--- config.mk ---
export PLATFORM = sky130hd
export DESIGN_NAME = lockseq_ctrl
export DESIGN_NICKNAME = d
export VERILOG_FILES = /design/src/rtl/lockseq_pkg.sv /design/src/rtl/lockseq_fsm.sv /design/src/rtl/lockseq_cds.sv /design/src/rtl/lockseq_word.sv /design/src/rtl/lockseq_ctrl.sv
export SDC_FILE = /design/constraint.sdc
export NUM_CORES = 1
export LEC_CHECK = 0
export BUFFER_PORTS_ARGS = -buffer_cell sky130_fd_sc_hd__buf_2
export CORE_MARGIN = 4
export CORE_UTILIZATION = 45
export DETAILED_ROUTE_END_ITERATION = 16
export SLEW_MARGIN = 20
export SYNTH_ARGS = -nofsm -noshare
export SYNTH_HDL_FRONTEND = slang
export SYNTH_SLANG_ARGS = --single-unit
--- constraint.sdc ---
create_clock -name clk -period 4.4 [get_ports clk]
set_clock_uncertainty 0.1 [all_clocks]
set_input_delay 0.22 -clock clk [delete_from_list [all_inputs] [get_ports clk]]
set_output_delay 0.22 -clock clk [all_outputs]
set_load 0.01 [all_outputs]
--- src/rtl/lockseq_pkg.sv ---
package lockseq_pkg;
  typedef enum logic [2:0] {
    PH_OFF   = 3'd0,
    PH_WAIT  = 3'd1,
    PH_MEAS1 = 3'd2,
    PH_MEAS2 = 3'd3,
    PH_TRACK = 3'd4
  } phase_t;
endpackage

--- src/rtl/lockseq_fsm.sv ---
module lockseq_fsm
  import lockseq_pkg::*;
#(
  parameter int MAX_SEARCH = 5
) (
  input  logic   clk,
  input  logic   rst_n,
  input  logic   en,
  input  logic   ref_tick,
  input  logic   err_zero,
  output phase_t phase,
  output logic   apply,
  output logic   tdc_start,
  output logic   forced
);
  localparam int CNT_W = $clog2(MAX_SEARCH + 1);

  logic [CNT_W-1:0] done_cnt;
  logic             last_search;

  assign last_search = (done_cnt == CNT_W'(MAX_SEARCH - 1));
  assign apply       = en && ref_tick && (phase == PH_MEAS2);

  always_ff @(posedge clk or negedge rst_n) begin
    if (!rst_n) begin
      phase     <= PH_OFF;
      done_cnt  <= '0;
      forced    <= 1'b0;
      tdc_start <= 1'b0;
    end else if (!en) begin
      phase     <= PH_OFF;
      done_cnt  <= '0;
      forced    <= 1'b0;
      tdc_start <= 1'b0;
    end else begin
      tdc_start <= 1'b0;
      case (phase)
        PH_OFF: phase <= PH_WAIT;
        PH_WAIT:
          if (ref_tick) begin
            phase     <= PH_MEAS1;
            tdc_start <= 1'b1;
          end
        PH_MEAS1:
          if (ref_tick) begin
            phase     <= PH_MEAS2;
            tdc_start <= 1'b1;
          end
        PH_MEAS2:
          if (ref_tick) begin
            if (err_zero || last_search) begin
              phase  <= PH_TRACK;
              forced <= !err_zero;
            end else begin
              phase    <= PH_WAIT;
              done_cnt <= done_cnt + 1'b1;
            end
          end
        PH_TRACK: phase <= PH_TRACK;
        default:  phase <= PH_OFF;
      endcase
    end
  end
endmodule

--- src/rtl/lockseq_cds.sv ---
module lockseq_cds
  import lockseq_pkg::*;
#(
  parameter int CODE_W = 10
) (
  input  logic                     clk,
  input  logic                     rst_n,
  input  phase_t                   phase,
  input  logic                     tdc_done,
  input  logic [CODE_W-1:0]        tdc_code,
  output logic signed [CODE_W:0]   diff,
  output logic                     err_zero
);
  logic [CODE_W-1:0] err_code;
  logic [CODE_W-1:0] ref_code;

  always_ff @(posedge clk or negedge rst_n) begin
    if (!rst_n) begin
      err_code <= '0;
      ref_code <= '0;
    end else if (tdc_done) begin
      if (phase == PH_MEAS1) err_code <= tdc_code;
      if (phase == PH_MEAS2) ref_code <= tdc_code;
    end
  end

  assign diff     = $signed({1'b0, err_code}) - $signed({1'b0, ref_code});
  assign err_zero = (err_code == ref_code);
endmodule

--- src/rtl/lockseq_word.sv ---
module lockseq_word #(
  parameter int              LF_W      = 16,
  parameter int              FIELD_LSB = 6,
  parameter int              DIFF_W    = 11,
  parameter int              GAIN_W    = 2,
  parameter logic [LF_W-1:0] PRESET    = '0
) (
  input  logic                     clk,
  input  logic                     rst_n,
  input  logic                     en,
  input  logic                     apply,
  input  logic signed [DIFF_W-1:0] diff,
  input  logic [GAIN_W-1:0]        gain_sel,
  input  logic                     track_step,
  input  logic                     bb_up,
  output logic [LF_W-1:0]          lf_word
);
  localparam int FIELD_W  = LF_W - FIELD_LSB;
  localparam int SCALED_W = DIFF_W + (2 ** GAIN_W) - 1;
  localparam int SUM_W    = SCALED_W + FIELD_W;

  logic [FIELD_W-1:0]         field;
  logic signed [SCALED_W-1:0] diff_ext;
  logic signed [SCALED_W-1:0] scaled;
  logic [SUM_W-1:0]           sum;
  logic [FIELD_W-1:0]         new_field;
  logic [LF_W-1:0]            step_word;

  assign field    = lf_word[LF_W-1:FIELD_LSB];
  assign diff_ext = {{(SCALED_W - DIFF_W){diff[DIFF_W-1]}}, diff};
  assign scaled   = diff_ext <<< gain_sel;
  assign sum      = {{(SUM_W - FIELD_W){1'b0}}, field}
                  + {{(SUM_W - SCALED_W){scaled[SCALED_W-1]}}, scaled};

  always_comb begin
    if (sum[SUM_W-1])                      new_field = '0;
    else if (|sum[SUM_W-2:FIELD_W])        new_field = '1;
    else                                   new_field = sum[FIELD_W-1:0];
  end

  always_comb begin
    if (bb_up) step_word = (lf_word == '1) ? lf_word : lf_word + 1'b1;
    else       step_word = (lf_word == '0) ? lf_word : lf_word - 1'b1;
  end

  always_ff @(posedge clk or negedge rst_n) begin
    if (!rst_n)          lf_word <= PRESET;
    else if (!en)        lf_word <= PRESET;
    else if (apply)      lf_word <= {new_field, lf_word[FIELD_LSB-1:0]};
    else if (track_step) lf_word <= step_word;
  end
endmodule

--- src/rtl/lockseq_ctrl.sv ---
module lockseq_ctrl
  import lockseq_pkg::*;
#(
  parameter int              LF_W       = 16,
  parameter int              FIELD_LSB  = 6,
  parameter int              CODE_W     = 10,
  parameter int              GAIN_W     = 2,
  parameter int              MAX_SEARCH = 5,
  parameter logic [LF_W-1:0] PRESET     = '0
) (
  input  logic              clk,
  input  logic              rst_n,
  input  logic              en,
  input  logic              ref_tick,
  input  logic [GAIN_W-1:0] gain_sel,
  output logic              tdc_start,
  input  logic              tdc_done,
  input  logic [CODE_W-1:0] tdc_code,
  input  logic              bb_up,
  output logic [LF_W-1:0]   lf_word,
  output logic              tdc_en,
  output logic              track_en,
  output logic              locked,
  output logic              forced_lock
);
  localparam int DIFF_W = CODE_W + 1;

  phase_t                   phase;
  logic                     apply;
  logic                     err_zero;
  logic signed [DIFF_W-1:0] diff;
  logic                     track_step;

  lockseq_fsm #(.MAX_SEARCH(MAX_SEARCH)) u_fsm (
    .clk      (clk),
    .rst_n    (rst_n),
    .en       (en),
    .ref_tick (ref_tick),
    .err_zero (err_zero),
    .phase    (phase),
    .apply    (apply),
    .tdc_start(tdc_start),
    .forced   (forced_lock)
  );

  lockseq_cds #(.CODE_W(CODE_W)) u_cds (
    .clk     (clk),
    .rst_n   (rst_n),
    .phase   (phase),
    .tdc_done(tdc_done),
    .tdc_code(tdc_code),
    .diff    (diff),
    .err_zero(err_zero)
  );

  assign track_step = en && ref_tick && (phase == PH_TRACK);

  lockseq_word #(
    .LF_W     (LF_W),
    .FIELD_LSB(FIELD_LSB),
    .DIFF_W   (DIFF_W),
    .GAIN_W   (GAIN_W),
    .PRESET   (PRESET)
  ) u_word (
    .clk       (clk),
    .rst_n     (rst_n),
    .en        (en),
    .apply     (apply),
    .diff      (diff),
    .gain_sel  (gain_sel),
    .track_step(track_step),
    .bb_up     (bb_up),
    .lf_word   (lf_word)
  );

  assign tdc_en   = (phase == PH_WAIT) || (phase == PH_MEAS1) || (phase == PH_MEAS2);
  assign track_en = (phase == PH_TRACK);
  assign locked   = track_en;
endmodule

# Yosys cells after proc, flatten, opt, wreduce, memory -nomap -nowiden
# Index checks and enable logic that the tools add are counted.
op_classes:
  n_addsub: 5
  mul: 0
  div: 0
  n_lt_le_gt_ge: 0
  n_eq_ne: 21
  n_shift: 1
  mux: 25
  bitwise: 0
  reduce_logical: 18
ops:
  columns: ["op", "n"]
  rows:
  - ["16-bit two-way mux", 6]
  - ["3-bit two-way mux", 9]
  - ["10-bit two-way mux", 2]
  - ["16-bit by 1-bit adder with 16-bit output (second input constant)", 1]
  - ["16-bit == test (second input constant)", 1]
  - ["16-bit zero test", 1]
  - ["16-bit by 1-bit subtractor with 16-bit output (second input constant)", 1]
  - ["11-bit by 14-bit adder with 15-bit output", 1]
  - ["3-bit != test (second input constant)", 5]
  - ["3-bit one-hot mux with 5 select lines", 1]
  - ["11-bit by 2-bit <<< shifter with 14-bit output", 1]
  - ["13-bit OR reduction", 1]
  - ["3-bit AND reduction", 4]
  - ["10-bit by 10-bit subtractor with 11-bit output", 1]
  - ["10-bit == test", 1]
  - ["2-bit by 1-bit != test with 1-bit output (second input constant)", 4]
  - ["4-bit != test (second input constant)", 2]
  - ["1-bit two-way mux", 7]
  - ["3-bit by 2-bit == test with 1-bit output (second input constant)", 2]
  - ["3-bit == test (second input constant)", 2]
  - ["2-bit != test (second input constant)", 2]
  - ["2-bit AND reduction", 2]
  - ["4-bit AND reduction", 1]
  - ["3-bit by 1-bit adder with 3-bit output (second input constant)", 1]
  - ["other kinds (7)", 11]
totals:
  register_bits: 44
  latch_bits: 0
  ramBits: 0
  romBits: 0
  output_inout_bits: 21
  n_memories: 0

# Logic depth before layout (Yosys ltp)
depth:
  depth_word: 8
  ltp_mapped: 19
  ltp_nobuf: 19

# Cells and area by module
# A second synthesis with hierarchy kept.
hier_totals:
  cells_unflattened: 438
  area_unflattened_um2: 4110.2
by_module_without_submodules:
  columns: ["module", "instances", "cells_each", "area_each_um2", "seq_area_each_um2"]
  rows:
  - ["lockseq_word", 1, 268, 2323.5, 400.4]
  - ["lockseq_cds", 1, 121, 1316.3, 500.5]
  - ["lockseq_fsm", 1, 44, 436.7, 200.2]
  - ["lockseq_ctrl", 1, 5, 33.8, 0.0]

# Worst setup path before layout
# No wires, ideal clock.
synth_path:
  path_kind: "reg2reg"
  startpoint: "register u_cds.ref_code[0]"
  endpoint: "register u_word.lf_word[11]"
  t_arrival_ns: 3.708
  required_time_ns: 4.160
  path_slack_ns: 0.452
  path_stages_with_launch: 17
  path_buffers: 0
  path_cell_list: "dfrtp_1 -> ha_1 -> fa_1 -> nor2b_4 -> o2111ai_2 -> nand3_2 -> a21oi_1 -> or3b_1 -> a21oi_1 -> a21oi_1 -> ha_1 -> or3_1 -> o22ai_1 -> nor3_1 -> or3_4 -> a22oi_4 -> o221ai_1"
synth_between:
  elab_chain_len: 8
synth_lines:
  columns: ["item", "line_no", "source"]
  rows:
  - ["from (decl)", "lockseq_cds.sv:15", "logic [CODE_W-1:0] ref_code;"]
  - ["from (signal assigned)", "lockseq_cds.sv:23", "if (phase == PH_MEAS2) ref_code <= tdc_code;"]
  - ["10-bit by 10-bit subtractor with 11-bit output *", "lockseq_cds.sv:27", "assign diff = $signed({1'b0, err_code}) - $signed({1'b0, ref_code});"]
  - ["11-bit by 2-bit <<< shifter with 14-bit output *", "lockseq_word.sv:31", "assign scaled = diff_ext <<< gain_sel;"]
  - ["11-bit by 14-bit adder with 15-bit output *", "lockseq_word.sv:33", "+ {{(SUM_W - SCALED_W){scaled[SCALED_W-1]}}, scaled};"]
  - ["13-bit OR reduction", "lockseq_word.sv:37", "else if (|sum[SUM_W-2:FIELD_W]) new_field = '1;"]
  - ["10-bit two-way mux", "lockseq_word.sv:37", null]
  - ["10-bit two-way mux *", "lockseq_word.sv:36", "if (sum[SUM_W-1]) new_field = '0;"]
  - ["16-bit two-way mux *", "lockseq_word.sv:49", "else if (apply) lf_word <= {new_field, lf_word[FIELD_LSB-1:0]};"]
  - ["16-bit two-way mux *", "lockseq_word.sv:48", "else if (!en) lf_word <= PRESET;"]
  - ["to (signal assigned)", "lockseq_word.sv:49", null]
  - ["to (signal assigned)", "lockseq_word.sv:50", "else if (track_step) lf_word <= step_word;"]
  - ["to (decl)", "lockseq_word.sv:16", "output logic [LF_W-1:0] lf_word"]
# Every way passes the cells marked *; elsewhere a longest branch is shown, timed or not. The select of a mux whose other input is x is not followed.
# A chain may end at the register's enable or synchronous reset.

# Worst setup path in the final report
layout_path:
  startpoint: "register u_cds.err_code[0]"
  endpoint: "register u_word.lf_word[11]"
layout_between:
  elab_chain_len: 8
layout_lines:
  columns: ["item", "line_no", "source"]
  rows:
  - ["from (decl)", "lockseq_cds.sv:14", "logic [CODE_W-1:0] err_code;"]
  - ["from (signal assigned)", "lockseq_cds.sv:22", "if (phase == PH_MEAS1) err_code <= tdc_code;"]
  - ["10-bit by 10-bit subtractor with 11-bit output *", "lockseq_cds.sv:27", null]
  - ["11-bit by 2-bit <<< shifter with 14-bit output *", "lockseq_word.sv:31", null]
  - ["11-bit by 14-bit adder with 15-bit output *", "lockseq_word.sv:33", null]
  - ["13-bit OR reduction", "lockseq_word.sv:37", null]
  - ["10-bit two-way mux", "lockseq_word.sv:37", null]
  - ["10-bit two-way mux *", "lockseq_word.sv:36", null]
  - ["16-bit two-way mux *", "lockseq_word.sv:49", null]
  - ["16-bit two-way mux *", "lockseq_word.sv:48", null]
# Marks and branches as above.

==> flow_metrics.py <==
metrics = {
    "synthesis": {
        "syn_area_per_cell_um2": 8.81,
        "synthCells": 473,
        "yosysTopAreaCell": "dfrtp_1",
        "synth_nets": 531,
        "synth_area_leaders": "dfrtp_1, ha_1, mux2_2",
        "synth_commonest_cells": "dfrtp_1, nor2_1, ha_1",
        "synthArstFlopShare_pct": 100,
        "yosysMostFrequentCell": "dfrtp_1",
        "synth_area_um2": 4170,
        "ys_seq_area_share_pct": 26.4,
        "ys_ff_latch": 44,
        "yosys_warnings": 0,
        "synth-edff-count": 0,
        "ys_types": 73,
        "synthFlopType": "dfrtp_1",
        "synth_top_area_share_pct": 26.4,
    },
    "sta": {
        "fin_crit_sh_pct": 95.3,
        "fin_crit_ps": 4190,
        "setup_viol": 0,
        "fmax_mhz": 238,
        "slew_viol_final": 0,
        "tns_ps": 0,
        "slew-limit-headroom_pct": 39.6,
        "rsz0062_at_grt": "false",
        "tightest_slew_ps": 903,
        "hold_violations": 0,
    },
    "final_layout": {
        "drive_gt1_share_pct": 21.7,
        "area_growth_pct": 12.9,
        "final_nets": 578,
        "diodes": 0,
        "n_fill_cell": 849,
    },
    "power": {
        "total_power_uw": 2870,
        "irDropWorstVdd_v": 0.000388,
        "power_density_nw_per_um2": 610,
        "power.leakage_uw": 0.00223,
    },
    "worst_hold_path": {
        "hp-class": "input pin to register",
        "worstHoldPathCells": 3,
        "hp-start": "tdc_code[0]",
        "hold_path_end": "u_cds.err_code[0]",
    },
    "cts": {
        "numCtsBuffers": 5,
        "cts.sinks": 44,
        "clk_pin_slew_ps": 100,
        "clk_latency_ps": 300,
        "clockRootBuffer": "clkbuf_8",
        "cts_tree": "yes",
        "clock_path_buffers": 2,
        "cts_max_level": 2,
    },
    "global_routing": {
        "grt_pass1_vias": 3563,
        "grt_max_degree": 45,
        "track_usage_pct": 19.5,
        "antenna_found_initial": 0,
        "grt_pass1_wl_mm": 17.6,
        "gr-total-overflow": 0,
    },
    "routing": {
        "drt_wl_total_mm": 10.5,
        "vias": 3703,
        "vias_per_cell": 5.89,
        "dr.pass1.iters": 6,
        "wl_per_cell_um": 16.6,
        "drt_iter0_drc": 167,
        "drc": 0,
        "antenna_left": 0,
    },
    "worst_setup_path": {
        "timing.critical_path.buf_inv": 3,
        "cpLargestDelayFamily": "compound AO/OA/AOI/OAI gates",
        "crit_fanout": 5,
        "cp_cell_sequence": "inv_1 -> ha_2 -> fa_2 -> mux2_2 -> or2_2 -> inv_1 -> ha_1 -> a211oi_1 -> nor2_1 -> o31ai_1 -> a21oi_1 -> o22ai_2 -> buf_4 -> a31oi_1 -> o22a_2 -> a22oi_4 -> o221ai_1",
        "slowest_stage": "fa_2",
        "timing.rr.start": "u_cds.err_code[0]",
        "r2r_end": "u_word.lf_word[11]",
        "max_stage_delay_ps": 470,
        "crit_type": "register to register",
        "r2r_slack_ps": 210,
        "worst_ep_required_time_ps": 4470,
        "crit_path_end_kind": "register",
        "worst_r2r_path_depth": 17,
        "crit_path_frequent_cell": "inv_1",
        "critPathLaunchType": "register",
        "arrival_ps": 4260,
    },
    "placement": {
        "place_hpwl_mm": 8.12,
        "io_buffers": 38,
        "place_congestion": 0.833,
    },
    "floorplanning": {
        "die_w_um": 104,
        "die_area_um2": 10900,
        "start_util_pct": 47.1,
        "core_area_um2": 8850,
        "dieHeight_um": 104,
        "pin_count": 39,
        "rows": 34,
    },
    "job": {
        "drv_cap": 0,
    },
    "run_status": {
        "status": "complete, no violations",
    },
}
==> kinds of logic after synthesis <==
kind of cell	count (synthesis)	share of synthesized area, %
flops	44	26.4
fa+ha+maj	40	12.6
buf+inv	41	3.84
simple gates	151	18.9
mux	37	9.52
compound gates	139	24.4
xor+xnor	21	4.41
==> cells in the final DEF (no fill, tap or decap), drive strengths merged, types with 3 or more instances in the layout <==
master | netlist | layout
xor2 | 6 | 6
nand2 | 26 | 26
a21boi | 3 | 3
nor2b | 10 | 10
mux2 | 21 | 21
a211oi | 11 | 11
a32oi | 3 | 3
ha | 37 | 37
nor3 | 13 | 13
clkbuf | 7 | 5
o211ai | 3 | 3
nand3 | 14 | 14
o21ai | 25 | 25
a21oi | 35 | 35
nor4 | 5 | 5
fa | 3 | 3
a31oi | 6 | 6
nand4 | 7 | 7
and4 | 4 | 4
and2 | 3 | 3
or2 | 5 | 5
a21o | 9 | 9
o21a | 9 | 9
a22oi | 2 | 3
nand2b | 8 | 8
xnor2 | 15 | 15
inv | 30 | 31
nor2 | 43 | 43
o221ai | 3 | 3
o31ai | 8 | 8
mux2i | 16 | 16
dfrtp | 44 | 44
or3 | 6 | 6
buf | 4 | 49
a211o | 3 | 3
==> what timing repair did <==
item,4_1_cts,5_1_grt
setup endpoints to repair,3,10
hold buffers,0,1
resized for setup,0,11
buffers inserted,0,1
pin swaps,2,10
gates cloned,1,0
hold endpoints to repair,0,44
==> worst max path at each step <==
stage / cells past startpoint / startpoint / to
after floorplan: 16 / u_cds.ref_code[0] / u_word.lf_word[11]
after global placement: 17 / u_cds.ref_code[0] / u_word.lf_word[7]
after detailed placement: 17 / u_cds.ref_code[0] / u_word.lf_word[11]
after CTS: 17 / u_cds.ref_code[0] / u_word.lf_word[11]
after global routing: 16 / u_cds.err_code[0] / u_word.lf_word[13]
final: 17 / u_cds.err_code[0] / u_word.lf_word[11]
==> flip-flops by register name, summed over array words and instances (netlist names) <==
register         flops
u_fsm.phase          3
u_cds.ref_code      10
u_fsm.done_cnt       3
u_fsm.tdc_start      1
u_word.lf_word      16
u_cds.err_code      10
u_fsm.forced         1
==> through the flow <==
stage	setup slack (ps)	hold WS [ps]	cell area, um2	instances	util [%]
detailed placement	28.2	361	4520	618	51.1
global placement	107	345	4520	618	51.1
CTS	3.34	33.5	4650	627	52.5
floorplan	452	-176	4170	473	-
global route	7.35	33.8	4710	629	53.2
finish	206	39.1	4710	629	53.2
==> routing by layer <==
metal	wire length (um)	vias to the layer above	track usage (%)	share of wire, %
li1	-	1861	-	-
met1	5180	1758	27.8	50
met2	4800	74	31.0	46
met3	336	10	2.79	3.2
met4	133	0	4.65	1.3
met5	0	-	0	0
==> where the power goes <==
group	leakage, uW	switching (uW)	internal [uW]
registers	0.000576	64.0	489
logic	0.00160	1120	870
clock network	0.0000548	156	171
==> worst reg2reg max path, cell delays in order, from the launching register on <==
cell	delay (ps)
dfrtp_1	370
inv_1	70
ha_2	220
fa_2	470
mux2_2	280
or2_2	320
inv_1	90
ha_1	240
a211oi_1	260
nor2_1	120
o31ai_1	290
a21oi_1	160
o22ai_2	190
buf_4	150
a31oi_1	40
o22a_2	310
a22oi_4	250
o221ai_1	150
==> area by class of cell <==
class	instances	area, um2	share of cell area (%)
Inverter	30	113	2.39
Sequential cell	44	1100	23.4
Clock inverter	3	46.3	0.984
Multi-Input combinational cell	389	2960	62.8
Clock buffer	5	68.8	1.46
Tap cell	108	135	2.87
Timing Repair Buffer	50	285	6.06
(Power assumes the default switching activity.)
